--- config.mk ---
export PLATFORM = sky130hd
export DESIGN_NAME = usb_reg_bank
export DESIGN_NICKNAME = d
export VERILOG_FILES = /design/src/rtl/usb_reg_bank.sv
export SDC_FILE = /design/constraint.sdc
export NUM_CORES = 1
export LEC_CHECK = 0
export ABC_AREA = 1
export BUFFER_PORTS_ARGS = -buffer_cell sky130_fd_sc_hd__buf_2
export CAP_MARGIN = 25
export CORE_ASPECT_RATIO = 1.2
export CORE_MARGIN = 4
export CORE_UTILIZATION = 48
export CTS_CLUSTER_SIZE = 24
export DETAILED_ROUTE_END_ITERATION = 8
export GPL_TIMING_DRIVEN = 1
export PLACE_DENSITY = 0.81
export SKIP_CTS_REPAIR_TIMING = 1
export SLEW_MARGIN = 20
export SYNTH_ARGS = -nofsm -noshare
export SYNTH_HDL_FRONTEND = slang
export SYNTH_SLANG_ARGS = --single-unit
--- constraint.sdc ---
create_clock -name clk -period 1.95 [get_ports clk]
set_input_delay 0.39 -clock clk [delete_from_list [all_inputs] [get_ports clk]]
set_output_delay 0.39 -clock clk [all_outputs]
set_load 0.01 [all_outputs]
--- src/rtl/usb_reg_bank.sv ---
module usb_reg_bank #(
  parameter int          NEP      = 3,
  parameter logic [6:0]  SIZE_RST = 7'h08,
  parameter logic [11:0] FIFO_RST = 12'h800,
  parameter logic [15:0] CFG1_RST = 16'h0040
) (
  input  logic                clk,
  input  logic                hw_rst,
  input  logic                bus_rst,
  input  logic                cs,
  input  logic                we,
  input  logic [6:0]          addr,
  input  logic [15:0]         wdata,
  output logic [15:0]         rdata,
  input  logic [15:0]         stat_in,
  input  logic [15:0]         setup_in,
  input  logic [3:0]          fifo_flags,
  output logic                usb_en,
  output logic                wake,
  output logic [6:0]          dev_addr,
  output logic [15:0]         irq_en,
  output logic [6:0]          ep0_size,
  output logic [11:0]         fifo_ctl,
  output logic [16*NEP-1:0]   ep_cfg0,
  output logic [16*NEP-1:0]   ep_cfg1
);
  localparam logic [5:0] W_EN    = 6'h00;
  localparam logic [5:0] W_WAKE  = 6'h01;
  localparam logic [5:0] W_DEV   = 6'h02;
  localparam logic [5:0] W_IRQ   = 6'h04;
  localparam logic [5:0] W_STAT  = 6'h05;
  localparam logic [5:0] W_SIZE  = 6'h06;
  localparam logic [5:0] W_FIFO  = 6'h07;
  localparam logic [5:0] W_EP    = 6'h10;
  localparam logic [5:0] W_SETUP = 6'h18;

  logic [5:0]  wa;
  logic        wr, sw_rst;
  logic [15:0] rd;

  assign wa     = addr[6:1];
  assign wr     = cs & we;
  assign sw_rst = ~usb_en;

  always_ff @(posedge clk) begin
    if (hw_rst) begin
      usb_en   <= 1'b0;
      wake     <= 1'b0;
      dev_addr <= '0;
      irq_en   <= '0;
      ep0_size <= SIZE_RST;
      fifo_ctl <= FIFO_RST;
    end else begin
      if (wr && wa == W_EN) usb_en <= wdata[0];

      if (sw_rst) wake <= 1'b0;
      else if (wr && wa == W_WAKE) wake <= wdata[0];

      if (sw_rst || bus_rst) dev_addr <= '0;
      else if (wr && wa == W_DEV) dev_addr <= wdata[6:0];

      if (sw_rst) irq_en <= '0;
      else if (wr && wa == W_IRQ) irq_en <= wdata;

      if (wr && wa == W_SIZE) ep0_size <= wdata[6:0];

      if (sw_rst) fifo_ctl <= FIFO_RST;
      else if (wr && wa == W_FIFO) fifo_ctl <= wdata[11:0];
    end
  end

  for (genvar i = 0; i < NEP; i++) begin : g_ep
    localparam logic [5:0] WC0 = 6'(W_EP + 2*i);
    localparam logic [5:0] WC1 = 6'(W_EP + 2*i + 1);
    logic [15:0] c0_q, c1_q;
    always_ff @(posedge clk) begin
      if (hw_rst) begin
        c0_q <= '0;
        c1_q <= CFG1_RST;
      end else begin
        if (bus_rst) c0_q <= '0;
        else if (wr && wa == WC0) c0_q <= wdata;
        if (wr && wa == WC1) c1_q <= wdata;
      end
    end
    assign ep_cfg0[16*i +: 16] = c0_q;
    assign ep_cfg1[16*i +: 16] = c1_q;
  end

  always_comb begin
    case (wa)
      W_EN:    rd = {15'b0, usb_en};
      W_WAKE:  rd = {15'b0, wake};
      W_DEV:   rd = {9'b0, dev_addr};
      W_IRQ:   rd = irq_en;
      W_STAT:  rd = stat_in;
      W_SIZE:  rd = {9'b0, ep0_size};
      W_FIFO:  rd = {fifo_flags, fifo_ctl};
      W_SETUP: rd = setup_in;
      default: rd = '0;
    endcase
    for (int i = 0; i < NEP; i++) begin
      if (wa == 6'(W_EP + 2*i))     rd = ep_cfg0[16*i +: 16];
      if (wa == 6'(W_EP + 2*i + 1)) rd = ep_cfg1[16*i +: 16];
    end
  end

  assign rdata = cs ? rd : 16'h0000;
endmodule

==> summary.txt <==
Yosys
  • Syn_nets: 1012
  • Post-Synth XOR/XNOR Area: 0
  • Mux cell area share after synthesis: 0
  • Avg Synthesized Cell Area: 6.88 um^2
  • Ys flop type: dfxtp_1
  • Post-synthesis adder-cell area fraction: 0
  • Yosys warns: 0
  • EDFF count, synth: 0
  • Post-synthesis sequential area ratio: 0.430
  • Synth Instances: 948
  • Register bit total from synthesis: 140
  • Netlist cell types: 28
  • Synth Area in Compound Gates: 0.202
  • Cell Area, Synth: 6520 um^2
  • Ys async rst share: 0
  • Post-Synth Simple-Gate Area: 0.284
  • Largest family of logic cells by synthesized area: simple AND/OR/NAND/NOR gates

Clocking
  • H-tree levels: 4
  • Num CTS Buffers: 17
  • CTS Buffer Depth: 2
  • Clock transition at path regs: 0.06 ns
  • CTS sink cnt: 140
  • CTS tree: built
  • CTS root buf: clkbuf_16
  • Clock latency at the later pin of the worst-skew pair: 0.42 ns

Power
  • VDD IR max: 0.575 mV
  • P_leak: 4.53 nW
  • Pwr/cell area: 717 nW/um^2
  • Power after layout: 6.63 mW

STA
  • Slew Limit Fails: 0
  • Final Setup Violations: 16
  • Fin Setup TNS: -3.25 ns
  • Hold Violations, Final: 0
  • RSZ-0062 raised after global routing: true
  • Final setup skew: 0.00166 ns
  • F_max: 450 MHz
  • Worst slew pin tran: 0.536 ns
  • Fraction of the cycle the final worst path needs: 1.14
  • Worst setup margin: -0.272 ns
  • Rel. slew slack: 0.640
  • Post-layout min period: 2.22 ns

Finish
  • Utilization after layout: 0.696
  • # diodes: 0
  • Layout cells sized above 1: 0.342
  • Final nets: 1267
  • Post-route insts no fill: 1384
  • Fill cell count: 1082
  • Area delta synth->final: 41.9%

Setup path
  • Critical path class: in -> out
  • Critical Path AT: 1.83 ns
  • Critical Path Fanout Max: 4
  • Required @ worst endpoint: 1.56 ns
  • Setup crit start kind: primary input
  • Crit. End Element: primary output

Floorplanning
  • Rows: 46
  • Die Y: 136 um
  • Die Span X: 114 um
  • # IOs: 220
  • Core ar.: 13300 um^2
  • Area of the die: 15500 um^2
  • Initial core utilization: 0.490

Drt
  • Total number of vias: 7649
  • Vias per inst: 5.53
  • WL/cell: 17.5 um
  • Initial DRC Count: 844
  • Routed WL: 24.2 mm
  • ANT nets after route: 0
  • TritonRoute pass-1 iters: 5
  • DRC violation count after routing: 0

Run
  • Max cap viols: 0

Status
  • Failing checks: setup timing
  • Status: finished, violations left

Place
  • DP HPWL: 17.1 mm
  • Dpl ws: -0.324 ns
  • PortBufs: 218
  • Inst Count DP: 1348
  • RePlAce Congestion: 0.924

Worst hold path
  • Hold crit path type: in -> reg

Global route
  • Largest net degree at the start of global routing: 51
  • Number of global-route vias before repair: 6870
  • First-pass GRT wire length: 35.5 mm
  • GR Overflow Total: 0
  • GRT Overall Usage: 0.291
  • Antenna violations before repair: 0
flip-flops by register name (all words and copies together), names as in the netlist:
register,count
g_ep.c0_q,48
g_ep.c1_q,48
irq_en,16
fifo_ctl,12
dev_addr,7
ep0_size,7
usb_en,1
wake,1
synth_stat cells (all sizes together) (3+ instances only):
| library cell | instances | area, um^2 |
|---|---|---|
| buf | 29 | 186 |
| nand3 | 44 | 220 |
| o21ai | 150 | 751 |
| a211oi | 3 | 22.5 |
| a21oi | 104 | 521 |
| nand2 | 163 | 632 |
| dfxtp | 140 | 2800 |
| clkbuf | 23 | 86.3 |
| nor2 | 183 | 793 |
| or2 | 13 | 81.3 |
| inv | 66 | 248 |
| clkinv | 7 | 27.5 |
| nand4 | 19 | 119 |
critical path: stages:
cell	delay (ns)
buf_12	0.12
clkinv_8	0.05
nand2_8	0.04
buf_6	0.12
nor2_4	0.19
nand3_2	0.10
nand2_1	0.16
nor2_1	0.10
nand3_1	0.10
nand2_2	0.06
nand2_1	0.07
nand2_1	0.06
a21oi_2	0.11
buf_2	0.14
metrics by stage:
step           hold WS (ns)  cell area, um^2
5_1_grt               0.218             9250
3_3_place_gp          0.453             8170
3_5_place_dp          0.461             8170
2_1_floorplan         0.468             6520
6_report              0.219             9250
4_1_cts               0.207             8770
routing by layer:
metal | global-route usage | vias to the layer above | part of all wire
met2 | 0.479 | 448 | 0.48
met3 | 0.0782 | 60 | 0.10
met1 | 0.370 | 3526 | 0.38
met4 | 0.0891 | 0 | 0.031
met5 | 0 | - | 0
li1 | - | 3615 | -
logic make-up after synthesis:
kind of cell,Yosys count
compound gates,260
buf+inv,125
simple gates,423
flops,140
cells in the final DEF, fill, tap and decap left out, types with 10 or more instances in the layout:
| master | Yosys | routed |
|---|---|---|
| nor2_4 | 10 | 21 |
| nor2_1 | 166 | 154 |
| buf_4 | 7 | 51 |
| nand2_4 | 1 | 11 |
| nand3_1 | 44 | 36 |
| nand4_1 | 19 | 19 |
| o21ai_1 | 4 | 10 |
| inv_1 | 55 | 49 |
| o21ai_0 | 146 | 139 |
| a21oi_1 | 104 | 99 |
| or2_0 | 10 | 10 |
| clkbuf_16 | 0 | 19 |
| dfxtp_1 | 140 | 140 |
| buf_2 | 17 | 211 |
| nand2_2 | 5 | 23 |
| buf_12 | 0 | 13 |
| buf_6 | 4 | 10 |
| nand2_1 | 157 | 128 |
layout make-up:
class | instances | area, um^2 | area share
multi-input cells | 683 | 3450 | 0.373
flip-flops and latches | 140 | 2800 | 0.303
repair buffers | 288 | 1880 | 0.203
clock buffers | 21 | 450 | 0.0487
inverters | 73 | 313 | 0.0338
well taps | 168 | 210 | 0.0227
clock inverters | 11 | 144 | 0.0156
power breakdown:
group / internal [mW] / switching, mW / leakage, nW
logic: 0.179 / 0.293 / 3.12
registers: 2.87 / 0.00432 / 1.13
clock network: 2.04 / 1.25 / 0.279
final timing paths:
check / startpoint / end / slack, ns / cells after the start
min: wdata[3] / ep0_size[3] / 0.22 / 3
max reg2reg: usb_en / irq_en[5] / 0.58 / 5
min reg2reg: g_ep[1].c1_q[13] / g_ep[1].c1_q[13] / 0.47 / 2
max: addr[4] / rdata[5] / -0.27 / 14
No activity file was read; power rests on OpenSTA's default activity.
